`config.mk`:
```
export PLATFORM = sky130hd
export DESIGN_NAME = oet_timer
export DESIGN_NICKNAME = d
export VERILOG_FILES = /design/src/rtl/oet_pkg.sv /design/src/rtl/oet_prescaler.sv /design/src/rtl/oet_edge_sync.sv /design/src/rtl/oet_timer.sv
export SDC_FILE = /design/constraint.sdc
export NUM_CORES = 1
export LEC_CHECK = 0
export BUFFER_PORTS_ARGS = -buffer_cell sky130_fd_sc_hd__buf_2
export CORE_UTILIZATION = 45
export DETAILED_ROUTE_END_ITERATION = 6
export PLACE_DENSITY = 0.66
export REMOVE_ABC_BUFFERS = 1
export SLEW_MARGIN = 20
export SYNTH_ARGS = -nofsm -noshare
export SYNTH_HDL_FRONTEND = slang
export SYNTH_SLANG_ARGS = --single-unit
```
`constraint.sdc`:
```
create_clock -name clk -period 4.8 [get_ports clk]
set_clock_uncertainty 0.1 [all_clocks]
set_input_delay 0.48 -clock clk [delete_from_list [all_inputs] [get_ports clk]]
set_output_delay 0.48 -clock clk [all_outputs]
set_load 0.01 [all_outputs]
```
`src/rtl/oet_pkg.sv`:
```
package oet_pkg;
  localparam int SEL_W    = 3;
  localparam int CTL_W    = 8;
  localparam int PS_LSB   = 0;
  localparam int ES_BIT   = 3;
  localparam int RUN_BIT  = 4;
  localparam int RSV_BIT  = 5;
  localparam int MODE_LSB = 6;
  localparam logic [CTL_W-1:0] CTL_RESET = 8'h08;

  typedef enum logic [1:0] {
    MODE_OFF = 2'b00,
    MODE_EVT = 2'b01,
    MODE_TMR = 2'b10,
    MODE_PW  = 2'b11
  } oet_mode_e;
endpackage

```
`src/rtl/oet_prescaler.sv`:
```
module oet_prescaler #(
  parameter int SEL_W = 3
) (
  input  logic             clk,
  input  logic             rst,
  input  logic [SEL_W-1:0] sel,
  output logic             tick
);
  localparam int PRE_W = (1 << SEL_W) - 1;

  logic [PRE_W-1:0] div_q;
  logic [PRE_W-1:0] mask;

  always_ff @(posedge clk) begin
    if (rst) div_q <= '0;
    else     div_q <= div_q + 1'b1;
  end

  always_comb begin
    for (int i = 0; i < PRE_W; i++) mask[i] = (i < int'(sel));
  end

  assign tick = ((div_q & mask) == mask);
endmodule

```
`src/rtl/oet_edge_sync.sv`:
```
module oet_edge_sync #(
  parameter int STAGES = 2
) (
  input  logic clk,
  input  logic rst,
  input  logic din,
  output logic rise,
  output logic fall
);
  logic [STAGES:0] sh_q;

  always_ff @(posedge clk) begin
    if (rst) sh_q <= '0;
    else     sh_q <= {sh_q[STAGES-1:0], din};
  end

  assign rise =  sh_q[STAGES-1] & ~sh_q[STAGES];
  assign fall = ~sh_q[STAGES-1] &  sh_q[STAGES];
endmodule

```
`src/rtl/oet_timer.sv`:
```
module oet_timer
  import oet_pkg::*;
#(
  parameter int CW          = 8,
  parameter int SYNC_STAGES = 2
) (
  input  logic             clk,
  input  logic             rst,
  input  logic             cnt_wr,
  input  logic [CW-1:0]    cnt_wdata,
  output logic [CW-1:0]    cnt_rdata,
  input  logic             ctl_wr,
  input  logic [CTL_W-1:0] ctl_wdata,
  output logic [CTL_W-1:0] ctl_rdata,
  input  logic             ext_in,
  input  logic             ovf_clr,
  output logic             ovf_req,
  output logic             freq_out
);
  localparam logic [CW-1:0]    CNT_MAX  = {CW{1'b1}};
  localparam logic [CTL_W-1:0] RSV_MASK = ~(CTL_W'(1) << RSV_BIT);

  logic [CTL_W-1:0] ctl_q;
  logic [CW-1:0]    cnt_q, rld_q;
  logic             ovf_q, frq_q, act_q;

  logic [SEL_W-1:0] psel;
  logic             es, run;
  oet_mode_e        mode;
  logic             tick, rise, fall;
  logic             cnt_ev, start_ev, stop_ev, pw_start, pw_stop, inc, wrap;

  assign psel = ctl_q[PS_LSB +: SEL_W];
  assign es   = ctl_q[ES_BIT];
  assign run  = ctl_q[RUN_BIT];
  assign mode = oet_mode_e'(ctl_q[MODE_LSB +: 2]);

  oet_prescaler #(.SEL_W(SEL_W)) u_pre (
    .clk(clk), .rst(rst), .sel(psel), .tick(tick)
  );

  oet_edge_sync #(.STAGES(SYNC_STAGES)) u_sync (
    .clk(clk), .rst(rst), .din(ext_in), .rise(rise), .fall(fall)
  );

  always_comb begin
    cnt_ev   = es ? fall : rise;
    start_ev = es ? rise : fall;
    stop_ev  = es ? fall : rise;
    pw_start = run && (mode == MODE_PW) && !act_q && start_ev;
    pw_stop  = run && (mode == MODE_PW) &&  act_q && stop_ev;
    unique case (mode)
      MODE_EVT: inc = run && cnt_ev;
      MODE_TMR: inc = run && tick;
      MODE_PW:  inc = run && act_q && !stop_ev && tick;
      default:  inc = 1'b0;
    endcase
    wrap = inc && (cnt_q == CNT_MAX);
  end

  always_ff @(posedge clk) begin
    if (rst) begin
      ctl_q <= CTL_RESET;
      cnt_q <= '0;
      rld_q <= '0;
      ovf_q <= 1'b0;
      frq_q <= 1'b0;
      act_q <= 1'b0;
    end else begin
      if (wrap)                cnt_q <= rld_q;
      else if (inc)            cnt_q <= cnt_q + 1'b1;
      else if (cnt_wr && !run) cnt_q <= cnt_wdata;

      if (cnt_wr) rld_q <= cnt_wdata;

      if (wrap)         ovf_q <= 1'b1;
      else if (ovf_clr) ovf_q <= 1'b0;

      if (wrap) frq_q <= ~frq_q;

      if (ctl_wr) begin
        ctl_q <= ctl_wdata & RSV_MASK;
        act_q <= 1'b0;
      end else if (pw_start) begin
        act_q <= 1'b1;
      end else if (pw_stop) begin
        act_q          <= 1'b0;
        ctl_q[RUN_BIT] <= 1'b0;
      end
    end
  end

  assign cnt_rdata = cnt_q;
  assign ctl_rdata = ctl_q;
  assign ovf_req   = ovf_q;
  assign freq_out  = frq_q;

  AST_RSV_ZERO: assert property (@(posedge clk) disable iff (rst) ctl_rdata[RSV_BIT] == 1'b0);
  AST_STOPPED_LOAD: assert property (@(posedge clk) disable iff (rst)
    (cnt_wr && !run) |=> (cnt_rdata == $past(cnt_wdata)));
  AST_IDLE_HOLD: assert property (@(posedge clk) disable iff (rst)
    ((mode == MODE_OFF || !run) && !cnt_wr) |=> $stable(cnt_rdata));
  AST_WRAP_FLAG: assert property (@(posedge clk) disable iff (rst)
    wrap |=> (ovf_req && cnt_rdata == $past(rld_q)));
  AST_FREQ_ONLY_WRAP: assert property (@(posedge clk) disable iff (rst)
    !wrap |=> $stable(freq_out));
  AST_PW_SELF_STOP: assert property (@(posedge clk) disable iff (rst)
    (pw_stop && !ctl_wr) |=> (!ctl_rdata[RUN_BIT] && $stable(cnt_rdata)));
  AST_REARM: assert property (@(posedge clk) disable iff (rst)
    ctl_wr |=> !act_q);
endmodule

```
==> results by group, run 1 <==
Timing
  • Worst-Margin Slew: between 0.6 and 0.7 ns
  • Post-layout min period: roughly 2.2 ns
  • Setup TNS: 0 ns
  • Fmax: 461 MHz
  • Slew Viols, Final: 0
  • Setup ws final: between 2 and 3 ns
  • Final hold vios: 0
  • Final period utilization: between 40% and 50%
  • RSZ-0062 raised after global routing: no
  • Final setup viols: 0
  • Slew HR: about 57%

Logic synthesis
  • Largest area contributor in the netlist: dfxtp_1
  • Ranking of synthesized cells by area: dfxtp_1 43%, mux2i_1 8.3%, nor2_1 6.7%, nand2_1 3.8%, xor2_1 3.1%
  • Synth Cell Area: between 0.0015 and 0.002 sq mm
  • Top_reg_cell synth: dfxtp_1
  • Post-synth EDFFs: 0
  • Synthesis Warnings: 0
  • Sequential fraction of the synthesis area: 42.7%
  • Asr flop ratio synth: 0%
  • Post-Syn Instances: ~200
  • Post-synthesis register bit count: 36
  • Average cell area after synthesis: between 8 and 9 sq um
  • Synth top area share: ~43%
  • Netlist cell types: between 40 and 50

Final layout
  • Layout fillers: between 300 and 400
  • Area Overhead vs Synth: 15.6%
  • Most frequent cells in the layout: 37 x buf_2, 36 x dfxtp_1, 30 x nor2_1, 17 x nand2_1, 14 x mux2i_1
  • Core Util, Final: ~56%
  • Most common cell after layout, fill and taps aside: buf_2
  • Layout Cells excl Fill: around 270
  • Share of cells above drive strength 1: between 10% and 20%
  • Antenna Cells: 0
  • Fin nets: roughly 250

Die
  • Total I/O pin count: 40
  • Core ar.: around 0.0035 sq mm
  • Die X: ~63 um
  • Die area: 0.00400 sq mm
  • Initial Util: around half
  • Die H: 63.2 um
  • Cell Rows: 21

Worst hold path
  • Class of the worst hold path: in2reg

Drt
  • Pre-antenna DRT Iters: 4
  • DRT iter0 DRCs: 88
  • Vias per cell: roughly 5.5
  • DRT antenna net count: 0
  • Vias: around 1500
  • Total wire length: 3740 um
  • DRC errors left: 0
  • Wire length per cell: approximately 14 um

Clocking
  • Num CTS Buffers: 5
  • Hold_buf cts: 0
  • CTS clk-pin slew, worst paths: around 0.070 ns
  • Clk sink count: 36
  • H-tree depth: 2
  • Clock insertion delay at the later pin of the skew report: roughly 0.29 ns
  • Clk buf depth: 2
  • Post-CTS setup buffer count: 0
  • Root buffer cell: clkbuf_8
  • Post_cts resized: 0
  • CTS tree: yes

Flow run
  • Max cap viols: 0

Setup path
  • Type of destination of the critical path: flip-flop
  • Worst path required time: approximately 5 ns
  • Largest stage delay, worst path: around 0.44 ns
  • Cells along the critical path: ha_1 -> and4_1 -> and4_1 -> nand2_1 -> or2_1 -> a221oi_2
  • Top cell by count, worst path: and4_1
  • Setup crit start kind: flip-flop
  • Crit path kind: reg2reg
  • Top delay family on crit path: simple AND/OR/NAND/NOR gates
  • CP max FO: 7
  • Crit path arrival time: roughly 2.3 ns
  • Buf+Inv Stages, Crit Path: 0
  • Slowest CP cell: dfxtp_1

GRT
  • Global-route usage over all layers: 21.4%
  • Largest net degree at the start of global routing: 34
  • Via count of the first global-routing pass: around 1500
  • Grt total ovfl: 0
  • First-pass GRT wire length: approximately 6600 um
  • Antenna violations before repair: 0

Status
  • Status: finished clean

Placement
  • Post-DP HPWL: 2640 um
  • Buffers on Ports: 37
  • GPL Wtd Cong: between 0.7 and 0.8
  • DP Worst Slack: between 2 and 3 ns
  • Cells after DPL: around 270

Pwr
  • Pwr dens: between 300 and 400 mW/mm^2
  • LEAKAGE: 0.846 nW
  • Tot Pwr: between 0.5 and 0.6 mW
  • Worst VDD drop: roughly 0.00016 V
state kept, by name (all words and copies together), names as in the netlist:
| signal | cells |
|---|---|
| cnt_rdata | 8 |
| rld_q | 8 |
| ctl_rdata | 7 |
| u_pre.div_q | 7 |
| u_sync.sh_q | 3 |
| act_q | 1 |
| freq_out | 1 |
| ovf_req | 1 |
final cells by class:
cell class	count	area (sq um)	share of cell area, %
Sequential cell	36	721	36.9
Timing Repair Buffer	38	193	9.88
Inverter	7	26.3	1.35
Tap cell	46	57.6	2.95
Clock buffer	5	68.8	3.53
Multi-Input combinational cell	141	885	45.3
metal layers:
| metal | global-route usage, % | share of wire, % | vias up |
|---|---|---|---|
| met1 | 24.4 | 45 | 706 |
| li1 | - | - | 747 |
| met3 | 7.07 | 4.9 | 6 |
| met2 | 35.2 | 49 | 35 |
| met4 | 11.1 | 1.9 | 0 |
| met5 | 0 | 0 | - |
final timing paths:
path / start / end / slack [ns] / cells after the start
max: cnt_rdata[0]$_SDFFE_PP0P_ / cnt_rdata[4]$_SDFFE_PP0P_ / 2.63 / 6
min: ext_in / u_sync.sh_q[0]$_SDFF_PP0_ / 0.31 / 2
max reg2reg: cnt_rdata[0]$_SDFFE_PP0P_ / cnt_rdata[4]$_SDFFE_PP0P_ / 2.63 / 6
min reg2reg: u_sync.sh_q[0]$_SDFF_PP0_ / u_sync.sh_q[1]$_SDFF_PP0_ / 0.35 / 1
power by group:
part,internal [mW],switching [mW]
clock network,0.0934,0.0979
registers,0.315,0.0186
logic,0.0338,0.0379
total,0.442,0.154
kinds of logic (layout without fill, tap and decap cells):
kind of cell | Yosys count | after routing | share of synthesized area, %
AND/OR/NAND/NOR | 76 | 76 | 21.4
AO/OA/AOI/OAI | 40 | 40 | 16.8
flip-flops | 36 | 36 | 42.7
buffers and inverters | 20 | 50 | 4.89
multiplexers | 14 | 14 | 8.30
XOR/XNOR | 8 | 8 | 4.15
adder cells (fa/ha/maj) | 2 | 2 | 1.48
other | 1 | 1 | 0.222
Yosys cell counts, types with 2 or more instances:
cell type  number
nand4_1         2
dfxtp_1        36
nand3_1         7
ha_1            2
a21boi_0        2
buf_2           3
o221ai_1        3
nand2_1        17
and3_1          2
a311oi_1        5
o21ai_0         5
nor2_1         30
clkbuf_1        7
o22ai_1         3
a31oi_1         2
xnor2_1         2
a21oi_1         9
inv_1           7
mux2i_1        14
and2_1          2
and4_1          2
a211oi_1        5
xor2_1          6
buf_1           2
nor2b_1         5
worst reg2reg max path, cell delays in order, from the launching register on:
cell and delay (ns):
dfxtp_1 0.44, ha_1 0.24, and4_1 0.34, and4_1 0.42, nand2_1 0.09, or2_1 0.23, a221oi_2 0.25
through the flow:
stage                     area, sq um  hold slack, ns
final                            1950           0.310
after detailed placement         1880           0.338
after global routing             1950           0.306
after CTS                        1950           0.306
after floorplan                  1630           0.314
after global placement           1880           0.320
Power figures use the tool's default switching activity.
==> run 2: changes to the inputs <==
clock period = 2.1 ns   (was 4.8 ns; I/O delays follow)
==> run 2 against run 1 <==
Effect of this change:
- sequential share of layout area shrank 2.3 points
- global-route usage shrank 0.65 points
- critical path depth grew 2
- utilization grew 3.8 points
- design area grew 6.8%
- clock-buffer cell count grew 1
- final cell count grew 5.9%
- largest cell class unchanged
==> results by group, run 2 (same netlist as run 1, synthesis figures left out) <==
GRT
  • Via count of the first global-routing pass: 1487 (-0.40%)
  • Global-route usage over all layers: 20.7% (-0.65 points)
  • Largest net degree at the start of global routing: 22 (-35%)
  • First-pass GRT wire length: 6390 um (-2.6%)
  • Grt total ovfl: 0 (unchanged)
  • Antenna violations before repair: 0 (unchanged)

Setup path
  • Slowest CP cell: or3b_4
  • Critical Path Start: u_sync.sh_q[2]$_SDFF_PP0_
  • Crit path kind: reg2reg
  • Worst R2R Start: u_sync.sh_q[2]$_SDFF_PP0_
  • Largest stage delay, worst path: 0.37 ns (-0.07 ns)
  • Crit path arrival time: 2.10 ns (-0.18 ns)
  • Setup crit start kind: flip-flop
  • Worst path required time: 2.17 ns (-2.74 ns)
  • Cells along the critical path: or3b_4 -> and2_4 -> o22ai_2 -> o2111ai_1 -> buf_6 -> buf_4 -> a221oi_1 -> a311oi_1
  • CP max FO: 8 (+1)
  • Type of destination of the critical path: flip-flop

Drt
  • Pre-antenna DRT Iters: 4 (unchanged)
  • Vias per cell: 5.43 (-0.86%)
  • Total wire length: 3900 um (+4.1%)
  • Vias: 1568 (+5.0%)
  • Wire length per cell: 13.5 um (-1.6%)
  • DRC errors left: 0 (unchanged)
  • DRT iter0 DRCs: 52 (-41%)
  • DRT antenna net count: 0 (unchanged)

Final layout
  • Most frequent cells in the layout: 37 x buf_2, 35 x dfxtp_1, 30 x nor2_1, 17 x nand2_1
  • Most common cell after layout, fill and taps aside: buf_2
  • Layout fillers: 333 (+0.30%)
  • Layout Cells excl Fill: 289 (+5.9%)
  • Antenna Cells: 0 (unchanged)
  • Share of cells above drive strength 1: 26.3% (+6.5 points)
  • Fin nets: 267 (+5.5%)
  • Area Overhead vs Synth: 23.4%

Clocking
  • Clk buf depth: 2 (unchanged)
  • Clk sink count: 36 (unchanged)
  • CTS tree: yes
  • CTS clk-pin slew, worst paths: 0.07 ns (about the same)
  • Root buffer cell: clkbuf_8
  • H-tree depth: 2 (unchanged)
  • Clock insertion delay at the later pin of the skew report: 0.29 ns (about the same)
  • Num CTS Buffers: 5 (unchanged)

Pwr
  • Pwr dens: 673 mW/mm^2 (+120%)
  • LEAKAGE: 0.923 nW (+9.1%)
  • Worst VDD drop: 0.000374 V (+130%)

Flow run
  • Max cap viols: 0 (unchanged)

Placement
  • Post-DP HPWL: 2730 um (+3.6%)
  • GPL Wtd Cong: 0.769 (+4.6%)
  • Buffers on Ports: 37 (unchanged)
  • Cells after DPL: 277 (+3.4%)

Timing
  • Setup TNS: 0 ns (unchanged)
  • Post-layout min period: 2.03 ns (-0.134 ns)
  • Slew Viols, Final: 0 (unchanged)
  • Final period utilization: 96.9% (+52 points)
  • Fin Hold WS: 0.0252 ns (-0.285 ns)
  • Fmax: 491 MHz (+6.6%)
  • Final setup viols: 0 (unchanged)
  • Final hold vios: 0 (unchanged)

Die
  • Core ar.: 0.00347 sq mm (unchanged)
  • Initial Util: 48.7% (unchanged)
  • Cell Rows: 21 (unchanged)
  • Die area: 0.00400 sq mm (unchanged)
  • Die X: 63.2 um (unchanged)
  • Die H: 63.2 um (unchanged)
  • Total I/O pin count: 40 (unchanged)

Worst hold path
  • Class of the worst hold path: in2reg
  • Hold path start: ext_in

Status
  • Status: finished clean
## run 2: through the flow
| stage | setup slack (ns) | total power [mW] | utilization [%] | area (sq um) |
|---|---|---|---|---|
| 2_1_floorplan | -0.307 | 0.862 | - | 1630 |
| 3_3_place_gp | 0.0905 | 0.945 | 56.2 | 1950 |
| 3_5_place_dp | 0.0263 | 0.954 | 56.2 | 1950 |
| 4_1_cts | 0.0124 | 1.41 | 58.4 | 2030 |
| 5_1_grt | -0.0220 | 1.47 | 60.1 | 2080 |
| 6_report | 0.0653 | 1.40 | 60.1 | 2080 |
## run 2: report_power, final
group | internal [mW] | switching [mW]
Sequential | 0.720 | 0.0382
Combinational | 0.0890 | 0.0965
Clock | 0.225 | 0.233
## run 2: worst paths after layout
path	end	slack [ns]	cells past startpoint
worst min register to register	u_sync.sh_q[1]$_SDFF_PP0_	0.34	1
worst min-delay path	u_sync.sh_q[0]$_SDFF_PP0_	0.03	2
worst max-delay path	cnt_rdata[7]$_SDFFE_PP0P_	0.07	8
worst max register to register	cnt_rdata[7]$_SDFFE_PP0P_	0.07	8
## run 2: worst max-delay path: cells and delay by family, from the launching register on
family                 cells  cell delay [ns]
AO/OA/AOI/OAI              4             0.61
buffers and inverters      2             0.33
flip-flops                 1             0.33
AND/OR/NAND/NOR            2             0.54
## run 2: final cells by class
| class | count | area [sq um] | area share [%] |
|---|---|---|---|
| multi-input combinational | 141 | 898 | 43.1 |
| sequential | 36 | 722 | 34.7 |
| timing repair buffer | 52 | 302 | 14.5 |
| clock buffer | 6 | 72.6 | 3.48 |
| tap | 46 | 57.6 | 2.76 |
| inverter | 7 | 26.3 | 1.26 |
| clock inverter | 1 | 5.00 | 0.240 |
## run 2: repair_timing
action	4_1_cts	5_1_grt
setup endpoints to repair	0	6
resized for setup	0	5
hold buffers	0	0
setup buffers	0	5
## run 2: routing by layer
layer / global-route usage (%) / wire, um / up-vias / share of wire, %
li1: - / - / 777 / -
met1: 22.0 / 1690 / 746 / 43
met2: 37.0 / 1990 / 39 / 51
met3: 6.88 / 175 / 6 / 4.5
met4: 9.09 / 44 / 0 / 1.1
met5: 0 / 0 / - / 0
==> run 3: changes to the inputs <==
CORE_UTILIZATION = 35   (was 45)
PLACE_DENSITY = 0.53   (was 0.66)
==> run 3 against run 2 <==
Effect of this change:
- clock power up 30%
- routed wire length up 0.92%
- first-iteration DRC count up 19%
- critical path depth down 1
- worst setup slack better by 0.031 ns
- clock-buffer cell count unchanged
- utilization down 12 points
- design area up 3.1%
- maximum frequency up 1.5%
- via count down 5.7%
- power up 10%
- highest routed layer unchanged
==> results by group, run 3 (same netlist as run 1, synthesis figures left out) <==
Die
  • Initial Util: 37.5% (-11 points)
  • Die X: 71.4 um (+13%)
  • Total I/O pin count: 40 (unchanged)
  • Cell Rows: 24 (+14%)
  • Die area: 0.00510 sq mm (+28%)
  • Die H: 71.4 um (+13%)
  • Core ar.: 0.00450 sq mm (+30%)

Clocking
  • CTS clk-pin slew, worst paths: 0.07 ns (about the same)
  • Hold_buf cts: 0 (unchanged)
  • Num CTS Buffers: 5 (unchanged)
  • Clk sink count: 36 (unchanged)
  • Clk buf depth: 2 (unchanged)
  • H-tree depth: 2 (unchanged)
  • Root buffer cell: clkbuf_8
  • Clock insertion delay at the later pin of the skew report: 0.29 ns (about the same)
  • CTS tree: yes

Pwr
  • Internal: 1.17 mW (+13%)
  • Seq pwr share: 48.8% (-5.3 points)
  • Worst VDD drop: 0.000329 V (-12%)
  • Psw: 0.383 mW (+4.3%)
  • Clock share of power: 38.6% (+5.9 points)
  • LEAKAGE: 0.936 nW (+1.5%)
  • Switching share of power: 24.8% (-1.5 points)
  • Logic pwr share: 12.6% (-0.6 points)
  • Tot Pwr: 1.55 mW (+10%)
  • Pwr dens: 721 mW/mm^2 (+7.1%)

Timing
  • Final hold vios: 0 (unchanged)
  • RSZ-0062 raised after global routing: no
  • Fmax: 499 MHz (+1.5%)
  • Slew Viols, Final: 0 (unchanged)
  • Final period utilization: 95.4% (-1.5 points)
  • Setup ws final: 0.0963 ns (+0.0310 ns)
  • Setup TNS: 0 ns (unchanged)
  • Final setup viols: 0 (unchanged)
  • Fin Hold WS: 0.0328 ns (+0.00755 ns)
  • Post-layout min period: 2.00 ns (-0.0310 ns)

Drt
  • Top layer reached by signal wires: met4
  • Total wire length: 3930 um (+0.92%)
  • WL met1: 1980 um (+17%)
  • DRC errors left: 0 (unchanged)
  • Met3 wire length: 116 um (-34%)
  • DR WL met2: 1770 um (-11%)
  • Vias: 1479 (-5.7%)
  • Wire length per cell: 13.3 um (-1.1%)
  • Pre-antenna DRT Iters: 4 (unchanged)
  • DRT iter0 DRCs: 62 (+19%)
  • Vias per cell: 5.01 (-7.6%)
  • DRT antenna net count: 0 (unchanged)

Setup path
  • Crit path kind: reg2reg
  • Cells along the critical path: or3b_4 -> and2_4 -> o22ai_4 -> o2111ai_4 -> buf_6 -> or2_1 -> a221oi_2
  • Type of destination of the critical path: flip-flop
  • Crit path arrival time: 2.11 ns (about the same)
  • Slowest CP cell: or3b_4
  • Worst path required time: 2.20 ns (+0.03 ns)
  • Largest stage delay, worst path: 0.39 ns (+0.02 ns)
  • CP max FO: 5 (-3)
  • Setup crit start kind: flip-flop

Placement
  • Buffers on Ports: 37 (unchanged)
  • GPL Wtd Cong: 0.740 (-3.8%)
  • Post-DP HPWL: 2710 um (-0.76%)
  • Cell Area, Placed: 0.00197 sq mm (+1.2%)
  • DP Worst Slack: 0.0297 ns (+0.00347 ns)
  • Cells after DPL: 285 (+2.9%)

GRT
  • Largest net degree at the start of global routing: 20 (-9.1%)
  • Grt total ovfl: 0 (unchanged)
  • Via count of the first global-routing pass: 1378 (-7.3%)
  • Global-route usage over all layers: 16.5% (-4.3 points)
  • Antenna violations before repair: 0 (unchanged)
  • First-pass GRT wire length: 6490 um (+1.5%)

Final layout
  • Antenna Cells: 0 (unchanged)
  • Most frequent cells in the layout: 38 x buf_2, 35 x dfxtp_1, 30 x nor2_1, 17 x nand2_1, 14 x mux2i_1
  • Layout fillers: 450 (+35%)
  • Fin nets: 266 (-0.37%)
  • Most common cell after layout, fill and taps aside: buf_2
  • Register area: 722 sq um (unchanged)
  • Final instance area: 0.00215 sq mm (+3.1%)
  • Area of the multi-input gates: 936 sq um (+4.2%)
  • Layout Cells excl Fill: 295 (+2.1%)
  • Share of cells above drive strength 1: 27.6% (+1.2 points)
  • Core Util, Final: 47.7% (-12 points)
  • Area Overhead vs Synth: 27.3%

Status
  • Status: finished clean

Flow run
  • Max cap viols: 0 (unchanged)

Worst hold path
  • Class of the worst hold path: in2reg
-- run 3: per-layer routing --
metal | up-vias | track usage [%]
met5 | - | 0
met4 | 0 | 6.67
met3 | 7 | 3.80
met2 | 22 | 25.8
met1 | 670 | 21.9
li1 | 780 | -
-- run 3: final timing paths --
check	start	endpoint	slack (ns)	depth (start not counted)
hold / removal	ext_in	u_sync.sh_q[0]$_SDFF_PP0_	0.03	2
setup / recovery	u_sync.sh_q[1]$_SDFF_PP0_	cnt_rdata[4]$_SDFFE_PP0P_	0.1	7
hold reg to reg	u_sync.sh_q[0]$_SDFF_PP0_	u_sync.sh_q[1]$_SDFF_PP0_	0.33	1
setup reg to reg	u_sync.sh_q[1]$_SDFF_PP0_	cnt_rdata[4]$_SDFFE_PP0P_	0.1	7
-- run 3: power groups by stage --
stage	combinational (mW)	sequential, mW	clock, mW
floorplan	0.0845	0.777	0
global route	0.218	0.762	0.650
global placement	0.186	0.770	0
finish	0.195	0.756	0.597
detailed placement	0.187	0.769	0
CTS	0.188	0.754	0.621
-- run 3: what timing repair did --
item,CTS,global route
setup buffers,0,1
endpoints found under the setup margin,0,6
resized for setup,0,11
-- run 3: critical path: cells and delay by family, from the launching register on --
family	cells	cell delay [ns]
buffers and inverters	1	0.17
and+or+nand+nor	3	0.78
AOI/OAI and AO/OA	3	0.54
DFF	1	0.35
-- run 3: final cells by class --
class / count / share of cell area (%)
Tap cell: 52 / 3.03
Sequential cell: 36 / 33.6
Clock buffer: 6 / 3.38
Clock inverter: 2 / 1.63
Timing Repair Buffer: 51 / 13.6
Multi-Input combinational cell: 141 / 43.6
Inverter: 7 / 1.22
